[config.mk]
export PLATFORM = sky130hd
export DESIGN_NAME = host_mbox_bridge
export DESIGN_NICKNAME = d
export VERILOG_FILES = /design/src/rtl/mbox_pkg.sv /design/src/rtl/mbox_sync.sv /design/src/rtl/mbox_host_side.sv /design/src/rtl/mbox_ctl_side.sv /design/src/rtl/host_mbox_bridge.sv
export SDC_FILE = /design/constraint.sdc
export NUM_CORES = 1
export LEC_CHECK = 0
export ABC_AREA = 1
export ABC_CLOCK_PERIOD_IN_PS = 2500
export BUFFER_PORTS_ARGS = -buffer_cell sky130_fd_sc_hd__buf_4
export CORE_ASPECT_RATIO = 1.25
export CORE_UTILIZATION = 60
export DETAILED_ROUTE_END_ITERATION = 8
export PLACE_DENSITY = 0.82
export REMOVE_ABC_BUFFERS = 1
export SYNTH_ARGS = -nofsm -noshare
export SYNTH_HDL_FRONTEND = slang
export SYNTH_HIERARCHICAL = 1
export SYNTH_SLANG_ARGS = --single-unit
[constraint.sdc]
create_clock -name clk_i -period 2.5 [get_ports clk_i]
set_input_delay 0.125 -clock clk_i [delete_from_list [all_inputs] [get_ports clk_i]]
set_output_delay 0.125 -clock clk_i [all_outputs]
set_load 0.02 [all_outputs]
[src/rtl/mbox_pkg.sv]
package mbox_pkg;
  localparam int WORD_W   = 16;
  localparam int RDY_BIT  = 15;
  localparam int FLAG_BIT = 14;

  typedef enum logic [1:0] {
    REG_INSTR = 2'd0,
    REG_HDATA = 2'd1,
    REG_CDATA = 2'd2,
    REG_CTRL  = 2'd3
  } mbox_addr_e;

  function automatic logic [WORD_W-1:0] status_word(input logic rdy, input logic flag);
    return {rdy, flag, {(WORD_W-2){1'b0}}};
  endfunction
endpackage

[src/rtl/mbox_sync.sv]
module mbox_sync #(
  parameter int W = 1,
  parameter int STAGES = 2,
  parameter logic [W-1:0] RST_VAL = '0
) (
  input  logic         clk_i,
  input  logic         rst_ni,
  input  logic [W-1:0] d_i,
  output logic [W-1:0] q_o
);
  logic [STAGES-1:0][W-1:0] stg;

  always_ff @(posedge clk_i or negedge rst_ni) begin
    if (!rst_ni) begin
      for (int i = 0; i < STAGES; i++) stg[i] <= RST_VAL;
    end else begin
      stg[0] <= d_i;
      for (int i = 1; i < STAGES; i++) stg[i] <= stg[i-1];
    end
  end

  assign q_o = stg[STAGES-1];
endmodule

[src/rtl/mbox_host_side.sv]
module mbox_host_side #(
  parameter int HOST_W = 8
) (
  input  logic              clk_i,
  input  logic              rst_ni,
  input  logic              cs_s_ni,
  input  logic              rd_s_ni,
  input  logic              wr_s_ni,
  input  logic              cmd_s_i,
  input  logic [HOST_W-1:0] d_s_i,
  input  logic              cmd_raw_i,
  input  logic              rdy_i,
  output logic              wr_v_o,
  output logic              rd_v_o,
  output logic              wr_cmd_o,
  output logic [15:0]       word_o,
  output logic              sel_hi_o
);
  localparam bit NARROW = (HOST_W < 16);

  logic              cs_q, rd_q, wr_q, cmd_q;
  logic [HOST_W-1:0] d_q;
  logic              tog_hi, last_cmd;
  logic              ev_wr, ev_rd, is_status, xfer, first, done;

  // one delay more than the synchronizer: values seen while strobe was still low
  always_ff @(posedge clk_i or negedge rst_ni) begin
    if (!rst_ni) begin
      cs_q <= 1'b1; rd_q <= 1'b1; wr_q <= 1'b1; cmd_q <= 1'b0; d_q <= '0;
    end else begin
      cs_q <= cs_s_ni; rd_q <= rd_s_ni; wr_q <= wr_s_ni; cmd_q <= cmd_s_i; d_q <= d_s_i;
    end
  end

  assign ev_wr     = wr_s_ni & ~wr_q & ~cs_q;
  assign ev_rd     = rd_s_ni & ~rd_q & ~cs_q;
  assign is_status = ev_rd & cmd_q;
  assign xfer      = (ev_wr | (ev_rd & ~cmd_q)) & rdy_i;
  assign first     = tog_hi | (cmd_q != last_cmd);
  assign done      = xfer & (~NARROW | ~first);

  always_ff @(posedge clk_i or negedge rst_ni) begin
    if (!rst_ni) begin
      tog_hi   <= 1'b1;
      last_cmd <= 1'b0;
    end else if (is_status) begin
      tog_hi   <= 1'b1;
      last_cmd <= 1'b1;
    end else if (xfer) begin
      tog_hi   <= ~NARROW | ~first;
      last_cmd <= cmd_q;
    end
  end

  generate
    if (NARROW) begin : g_narrow
      logic [15-HOST_W:0] hold;
      always_ff @(posedge clk_i or negedge rst_ni) begin
        if (!rst_ni) hold <= '0;
        else if (xfer && ev_wr && first) hold <= d_q[15-HOST_W:0];
      end
      assign word_o = {hold, d_q};
    end else begin : g_wide
      assign word_o = d_q;
    end
  endgenerate

  assign wr_v_o   = done & ev_wr;
  assign rd_v_o   = done & ev_rd;
  assign wr_cmd_o = cmd_q;
  assign sel_hi_o = tog_hi | (cmd_raw_i != last_cmd);
endmodule

[src/rtl/mbox_ctl_side.sv]
module mbox_ctl_side (
  input  logic             clk_i,
  input  logic             rst_ni,
  input  logic             strobe_ni,
  input  logic             rw_i,
  input  logic [1:0]       addr_i,
  input  logic [3:0][15:0] words_i,
  output logic [3:0]       we_o,
  output logic [15:0]      d_o
);
  logic strobe_q, ev;

  always_ff @(posedge clk_i or negedge rst_ni) begin
    if (!rst_ni) strobe_q <= 1'b1;
    else         strobe_q <= strobe_ni;
  end

  assign ev = ~strobe_ni & strobe_q;

  for (genvar a = 0; a < 4; a++) begin : g_we
    assign we_o[a] = ev & ~rw_i & (addr_i == 2'(a));
  end

  assign d_o = words_i[addr_i];
endmodule

[src/rtl/host_mbox_bridge.sv]
module host_mbox_bridge
  import mbox_pkg::*;
#(
  parameter int HOST_W = 8,
  parameter int SYNC_STAGES = 2
) (
  input  logic              clk_i,
  input  logic              rst_ni,
  input  logic              host_cs_ni,
  input  logic              host_rd_ni,
  input  logic              host_wr_ni,
  input  logic              host_cmd_i,
  input  logic [HOST_W-1:0] host_d_i,
  output logic [HOST_W-1:0] host_d_o,
  output logic              host_rdy_o,
  input  logic              ctl_strobe_ni,
  input  logic              ctl_rw_i,
  input  logic [1:0]        ctl_addr_i,
  input  logic [15:0]       ctl_d_i,
  output logic [15:0]       ctl_d_o,
  output logic              ctl_irq_o
);
  localparam int SYNC_W = HOST_W + 4;
  localparam logic [SYNC_W-1:0] SYNC_RST = {3'b111, 1'b0, {HOST_W{1'b0}}};

  logic [SYNC_W-1:0] sync_q;
  logic              host_wr_v, host_rd_v, host_wr_cmd, sel_hi;
  logic [15:0]       host_word;
  logic [3:0]        ctl_we;
  logic [3:0][15:0]  ctl_words;
  logic [15:0]       instr_q, hdata_q, cdata_q, status;
  logic              rdy_q, irq_q, flag_q;

  mbox_sync #(.W(SYNC_W), .STAGES(SYNC_STAGES), .RST_VAL(SYNC_RST)) u_sync (
    .clk_i (clk_i),
    .rst_ni(rst_ni),
    .d_i   ({host_cs_ni, host_rd_ni, host_wr_ni, host_cmd_i, host_d_i}),
    .q_o   (sync_q)
  );

  mbox_host_side #(.HOST_W(HOST_W)) u_host (
    .clk_i    (clk_i),
    .rst_ni   (rst_ni),
    .cs_s_ni  (sync_q[SYNC_W-1]),
    .rd_s_ni  (sync_q[SYNC_W-2]),
    .wr_s_ni  (sync_q[SYNC_W-3]),
    .cmd_s_i  (sync_q[HOST_W]),
    .d_s_i    (sync_q[HOST_W-1:0]),
    .cmd_raw_i(host_cmd_i),
    .rdy_i    (rdy_q),
    .wr_v_o   (host_wr_v),
    .rd_v_o   (host_rd_v),
    .wr_cmd_o (host_wr_cmd),
    .word_o   (host_word),
    .sel_hi_o (sel_hi)
  );

  assign status = status_word(rdy_q, flag_q);
  assign ctl_words = {status, cdata_q, hdata_q, instr_q};

  mbox_ctl_side u_ctl (
    .clk_i    (clk_i),
    .rst_ni   (rst_ni),
    .strobe_ni(ctl_strobe_ni),
    .rw_i     (ctl_rw_i),
    .addr_i   (ctl_addr_i),
    .words_i  (ctl_words),
    .we_o     (ctl_we),
    .d_o      (ctl_d_o)
  );

  always_ff @(posedge clk_i or negedge rst_ni) begin
    if (!rst_ni) begin
      instr_q <= '0; hdata_q <= '0; cdata_q <= '0;
    end else begin
      if (ctl_we[REG_INSTR]) instr_q <= ctl_d_i;
      if (ctl_we[REG_HDATA]) hdata_q <= ctl_d_i;
      if (ctl_we[REG_CDATA]) cdata_q <= ctl_d_i;
      // host word wins over a same-cycle controller write
      if (host_wr_v && host_wr_cmd)  instr_q <= host_word;
      if (host_wr_v && !host_wr_cmd) hdata_q <= host_word;
    end
  end

  always_ff @(posedge clk_i or negedge rst_ni) begin
    if (!rst_ni) begin
      rdy_q <= 1'b1; irq_q <= 1'b0; flag_q <= 1'b0;
    end else begin
      if (ctl_we[REG_CTRL]) begin
        rdy_q  <= 1'b1;
        irq_q  <= 1'b0;
        flag_q <= ctl_d_i[FLAG_BIT];
      end
      if (host_wr_v || host_rd_v) begin
        rdy_q <= 1'b0;
        irq_q <= 1'b1;
      end
    end
  end

  assign host_d_o   = host_cmd_i ? status[15 -: HOST_W]
                    : (sel_hi ? cdata_q[15 -: HOST_W] : cdata_q[HOST_W-1:0]);
  assign host_rdy_o = rdy_q;
  assign ctl_irq_o  = irq_q;
endmodule

==> summary.txt, run 1 <==
Flow run
  • Max_cap viols: 0

Drt
  • Via/cell ratio: 5.28
  • Via count: 4359
  • First-pass DRT Iterations: 5
  • Routed len/inst: 14.1 µm
  • Post-route ant nets: 0
  • Residual DRC: 0
  • Wirelength, routed: 11600 µm
  • Detailed Route Iter0 Violations: 352

Cells and area
  • Layout Cells excl Fill: 826
  • Multi-input logic area: 0.00198 mm²
  • # fillers: 631
  • Post-layout net count: 760
  • Commonest cells after routing, fill and taps aside: 322 x nand2_1, 86 x dfrtp_1, 78 x nand3_1
  • Commonest non-fill, non-tap cell in the layout: nand2_1
  • Sequential Area: 0.00247 mm²
  • # diodes: 0
  • Share of layout cells above drive strength 1: 0.149
  • Area growth syn-to-layout: 16.1%

Power and ir drop
  • PwrDens: 736 mW/mm²
  • Sw Pwr: 1.45 mW
  • Leak pwr: 3.16 nW
  • Int Power: 2.79 mW
  • Flop pwr share: 0.503
  • Maximum vdd drop: 0.000570 V
  • Clock share of power: 0.222
  • Combinational share of power: 0.274
  • Sw Share: 0.342
  • Total Power: 4.24 mW

Logic synthesis
  • Area leader, netlist: dfrtp_1
  • Synthesized area per cell: 7.59 µm²
  • Flops & latches, synth: 98
  • Post-synth top area share: 0.434
  • Synthesized instance count: 653
  • Area of the mapped netlist: 0.00496 mm²
  • Yosys Warn Count: 6
  • Register area share after synthesis: 0.498
  • Synth area leaders: dfrtp_1 43%, nand2_1 24%, nand3_1 7.9%, dfstp_2 6.4%, buf_4 3.5%
  • Distinct cells, synth: 30

GRT
  • GRT Total Usage: 0.282
  • Number of global-route vias before repair: 4034
  • Busiest grt layer: met2
  • GR Layer Usage met2: 0.456
  • Met1 Track Usage GR: 0.373
  • Largest net degree at the start of global routing: 60
  • Global-route wire length before repair: 19200 µm
  • Grt ovf: 0
  • M3 GR Usage: 0.0414
  • Initial antenna violation count: 0

STA
  • Max-slew violations: 0
  • F_max: 0.486 GHz
  • Final-report setup violation count: 0
  • Clk_skew: 0.0145 ns
  • RSZ-0062 raised after global routing: no
  • Setup tns final: 0 ns
  • Fin Hold WS: 0.0154 ns
  • Final period util: 0.824
  • Final worst setup slack: 0.441 ns
  • Tmin final: 2.06 ns
  • Final hold violation count: 0
  • Worst slew margin: 0.639
  • Slew @ Worst Pin: 0.542 ns

Clock network
  • CTS Sinks: 98
  • CTS tree: done
  • CTS buffer count: 9
  • H-Tree Depth: 3
  • Clk buf depth: 2
  • Clock Pin Slew Worst Setup and Hold Paths: 0.09 ns
  • Post-cts resize count: 0
  • Clock Latency Late Sink: 0.37 ns
  • CTS Root Cell: clkbuf_8

Die
  • Initial Util: 0.629
  • Core ar.: 0.00788 mm²
  • Num ports: 60
  • Num rows: 36
  • Vert. Die Dim: 104 µm
  • Die area: 0.00863 mm²
  • Die Wd: 83.3 µm

Critical path
  • Crit end category: flop
  • Startpoint class of the critical path: flop
  • Crit Path Max Fanout: 35
  • R2r endpoint: instr_q[2]
  • Cells on worst reg2reg path: 10
  • R2R Path Start: host_rdy_o
  • Worst EP required: 2.75 ns
  • Reg-to-reg setup timing slack: 0.44 ns
  • Crit path DAT: 2.31 ns
  • Setup Crit Path Kind: reg2reg

Placement
  • PortBufs: 59
  • Placed cell count: 782
  • Final HPWL DP: 7070 µm
  • Routability cong.: 0.848
  • Pre-CTS WS: 0.487 ns

Hold path
  • Hold Crit Class: in2reg
  • Worst Hold Path EP: cdata_q[3]
  • Hold wc startpoint: ctl_d_i[3]
  • Hold path depth: 3

Run status
  • Status: finished, final reports clean
-- area by class of cell --
cell class,instances,area share
clock inverter,5,0.00696
timing repair buffer,94,0.139
inverter,50,0.0354
clock buffer,11,0.0246
multi-input combinational,473,0.345
tap,95,0.0206
sequential,98,0.429
-- logic make-up (layout without fill, tap and decap cells) --
family / count (synthesis) / count (layout) / synth area share
AND/OR/NAND/NOR: 431 / 431 / 0.360
flip-flops: 98 / 98 / 0.498
AO/OA/AOI/OAI: 28 / 28 / 0.0288
other: 1 / 14 / 0.000756
buffers and inverters: 95 / 160 / 0.113
-- cells in the mapped netlist, drive strengths merged --
cell type	number
a21oi	1
buf	43
clkbuf	2
clkinv	1
conb	1
dfrtp	86
dfstp	12
inv	49
nand2	326
nand3	79
nand3b	2
nand4	1
nor2	22
nor3	1
o21a	1
o21ai	26
-- sequential cells by signal, indices dropped and copies added (netlist names), 8 cells and up --
| name | flops |
|---|---|
| cdata_q | 16 |
| u_host/d_q | 8 |
| instr_q | 16 |
| u_sync/q_o | 12 |
| u_sync/stg | 12 |
| hdata_q | 16 |
| u_host/g_narrow.hold | 8 |
-- metrics by stage --
step,instance area (µm²),util
4_1_cts,5760,0.730
3_3_place_gp,5300,0.672
6_report,5760,0.730
5_1_grt,5760,0.730
2_1_floorplan,4650,-
3_5_place_dp,5300,0.672
-- power groups by stage --
stage	Sequential (mW)	Clock [mW]	Combinational, mW
global route	2.17	1.03	1.30
detailed placement	2.15	0	1.12
CTS	2.13	0.964	1.16
finish	2.13	0.942	1.16
global placement	2.14	0	1.08
floorplan	2.11	0	0.707
-- worst max path at each step --
| stage | from | end | slack, ns | cells after the start |
|---|---|---|---|---|
| detailed placement | host_rdy_o | instr_q[0] | 0.49 | 10 |
| global placement | host_rdy_o | instr_q[2] | 0.57 | 10 |
| global route | host_rdy_o | instr_q[8] | 0.25 | 10 |
| finish | host_rdy_o | instr_q[2] | 0.44 | 10 |
| floorplan | u_host/wr_cmd_o | instr_q[0] | -0.80 | 9 |
| CTS | host_rdy_o | instr_q[2] | 0.46 | 10 |
-- worst max-delay path, cell delays in order, from the launching register on --
cell and delay, ns:
dfstp_2 0.59, inv_1 0.09, nor2_1 0.12, nand3_1 0.14
nand2_1 0.10, nand2_2 0.07, nor2_2 0.13, buf_12 0.22
nand2_4 0.25, nand3_1 0.16, nand2_1 0.07
-- what timing repair did --
| item | CTS | global route |
|---|---|---|
| endpoints found under the hold margin | 63 | 0 |
| buffers inserted | 0 | 0 |
| hold buffers | 28 | 0 |
| endpoints found under the setup margin | 0 | 0 |
-- per-layer routing --
| layer | part of all wire | routed length (µm) |
|---|---|---|
| met2 | 0.49 | 5650 |
| met3 | 0.066 | 768 |
| met5 | 0 | 0 |
| met1 | 0.42 | 4890 |
| met4 | 0.028 | 327 |
No activity file was read; power rests on OpenSTA's default activity.
==> run 2: changes to the inputs <==
- ABC_CLOCK_PERIOD_IN_PS: 2500 -> 1800
- CORE_UTILIZATION: 60 -> 53
- PLACE_DENSITY: 0.82 -> 0.77
- clock period: 2.5 -> 1.8 ns (I/O delays scaled with it)
==> run 2 against run 1 <==
Net effect: the run now ends with negative setup slack left; highest routed layer unchanged; critical path type unchanged; combinational power increased by 56%; clock-buffer cell count decreased by 2; first-iteration DRC count increased by 42%; register-to-register slack got worse by 0.51 ns; largest power group unchanged.
==> summary.txt, run 2 (synthesis gave the netlist of run 1 again) <==
Placement
  • Area after DPL: 0.00542 mm²
  • PortBufs: 59
  • Final HPWL DP: 7640 µm
  • Routability cong.: 0.860

Power and ir drop
  • PwrDens: 1080 mW/mm²
  • Maximum vdd drop: 0.000716 V
  • Leak pwr: 3.38 nW

STA
  • Final-report setup violation count: 23
  • Clk_skew: 0.0126 ns
  • Tmin final: 1.87 ns
  • RSZ-0062 raised after global routing: yes
  • F_max: 0.535 GHz
  • Final worst setup slack: -0.0681 ns
  • Max-slew violations: 0
  • Final hold violation count: 0
  • Final period util: 1.04

Drt
  • Residual DRC: 0
  • First-pass DRT Iterations: 5
  • Post-route ant nets: 0
  • Routed len/inst: 14.9 µm
  • Via/cell ratio: 5.39
  • Via count: 4720
  • Wirelength, routed: 13000 µm
  • Detailed Route Iter0 Violations: 499

Critical path
  • Startpoint class of the critical path: flop
  • R2r endpoint: hdata_q[0]
  • Crit Path Max Fanout: 7
  • Crit end category: flop
  • Crit path DAT: 2.12 ns
  • Reg-to-reg setup timing slack: -0.07 ns
  • R2R Path Start: host_rdy_o
  • Worst EP required: 2.05 ns
  • End of the critical path: hdata_q[0]
  • Cells on worst reg2reg path: 11
  • Setup Crit Path Kind: reg2reg
  • Critical Path Start: host_rdy_o

Hold path
  • Hold Crit Class: in2async

Cells and area
  • Biggest registers after layout: cdata_q: 16 flops, hdata_q: 16 flops, instr_q: 16 flops
  • Area growth syn-to-layout: 27.1%
  • Fin util: 0.691
  • Commonest non-fill, non-tap cell in the layout: nand2_1
  • Commonest cells after routing, fill and taps aside: 318 x nand2_1, 86 x dfrtp_1, 74 x buf_4
  • Share of layout cells above drive strength 1: 0.202
  • Post-layout net count: 782
  • # diodes: 0
  • Final Instance Area: 0.00630 mm²

Clock network
  • H-Tree Depth: 3
  • Clock Latency Late Sink: 0.35 ns
  • CTS Sinks: 98
  • CTS buffer count: 9
  • CTS Root Cell: clkbuf_16
  • Clk buf depth: 2
  • CTS tree: done
  • Clock Pin Slew Worst Setup and Hold Paths: 0.08 ns

Die
  • Num rows: 39
  • Core ar.: 0.00913 mm²
  • Vert. Die Dim: 110 µm
  • Die area: 0.00975 mm²
  • Initial Util: 0.543
  • Num ports: 60
  • Die Wd: 88.5 µm

GRT
  • Initial antenna violation count: 0
  • Grt ovf: 0
  • Largest net degree at the start of global routing: 44
  • Number of global-route vias before repair: 4070
  • Global-route wire length before repair: 19200 µm
  • GRT Total Usage: 0.260

Run status
  • Status: complete, but fails checks
  • Failing checks: negative setup slack

Flow run
  • Max_cap viols: 0
run 2: cell types whose count changed in the layout (fill, tap and decap cells not counted), moves of 9 or more:
cell / before / now
nand3_1: 78 / 69
clkbuf_8: 10 / 0
nand3_2: 1 / 10
clkbuf_16: 0 / 12
buf_4: 64 / 74
run 2: metal layers:
| layer | GRT usage | share of wire | vias up |
|---|---|---|---|
| met1 | 0.327 | 0.39 | 2248 |
| met3 | 0.0462 | 0.072 | 43 |
| met5 | 0 | 0 | - |
| li1 | - | - | 2178 |
| met2 | 0.441 | 0.50 | 251 |
| met4 | 0.108 | 0.033 | 0 |
run 2: how the worst min path moves through the flow:
| stage | from | to | cells after the start |
|---|---|---|---|
| floorplan | rst_ni | cdata_q[0] | 0 |
| global placement | rst_ni | u_sync/stg[2] | 1 |
| detailed placement | rst_ni | u_sync/stg[2] | 1 |
| CTS | rst_ni | u_sync/stg[2] | 2 |
| global route | rst_ni | u_host/d_q[4] | 2 |
| finish | rst_ni | instr_q[3] | 2 |
run 2: critical path, stage by stage, from the launching register on:
cell and delay (ns):
dfstp_2 0.55, inv_2 0.04, nor2_2 0.11, nand3_2 0.11
nand2_2 0.11, nand2_4 0.07, nor2_4 0.19, buf_12 0.18
clkbuf_16 0.16, nand3_1 0.09, nand2_1 0.09, nand2_1 0.05
run 2: timing repair:
action,CTS,global route
resized for setup,3,32
pin swaps,0,22
endpoints found under the setup margin,10,40
endpoints found under the hold margin,62,0
gates cloned,0,5
hold buffers,30,0
setup buffers,0,7
run 2: stage by stage:
| step | power, mW | hold slack [ns] | setup slack [ns] | TNS (ns) | std cells |
|---|---|---|---|---|---|
| after floorplan | 3.92 | -0.206 | -1.50 | -48.03 | 621 |
| after global placement | 4.53 | 0.0700 | 0.0635 | 0 | 818 |
| after detailed placement | 4.59 | 0.0751 | 0.00705 | 0 | 818 |
| after CTS | 6.70 | 0.241 | 0.00456 | 0 | 864 |
| after global routing | 7.19 | 0.266 | -0.140 | -3.03 | 876 |
| final | 6.83 | 0.230 | -0.0681 | -0.475 | 876 |
run 2: final cells by class:
class                   count  area (µm²)
inverters                  50         206
multi-input cells         475        2100
fillers                   705        2820
flip-flops and latches     98        2470
clock buffers               9         225
well taps                 123         154
clock inverters             7        95.1
repair buffers            114        1060
run 2: power by group:
part           total [mW]  leakage (nW)  internal, mW  switching (mW)
logic                1.81          2.05         0.743            1.07
clock network        2.05         0.157          1.12           0.928
registers            2.97          1.17          2.68           0.297
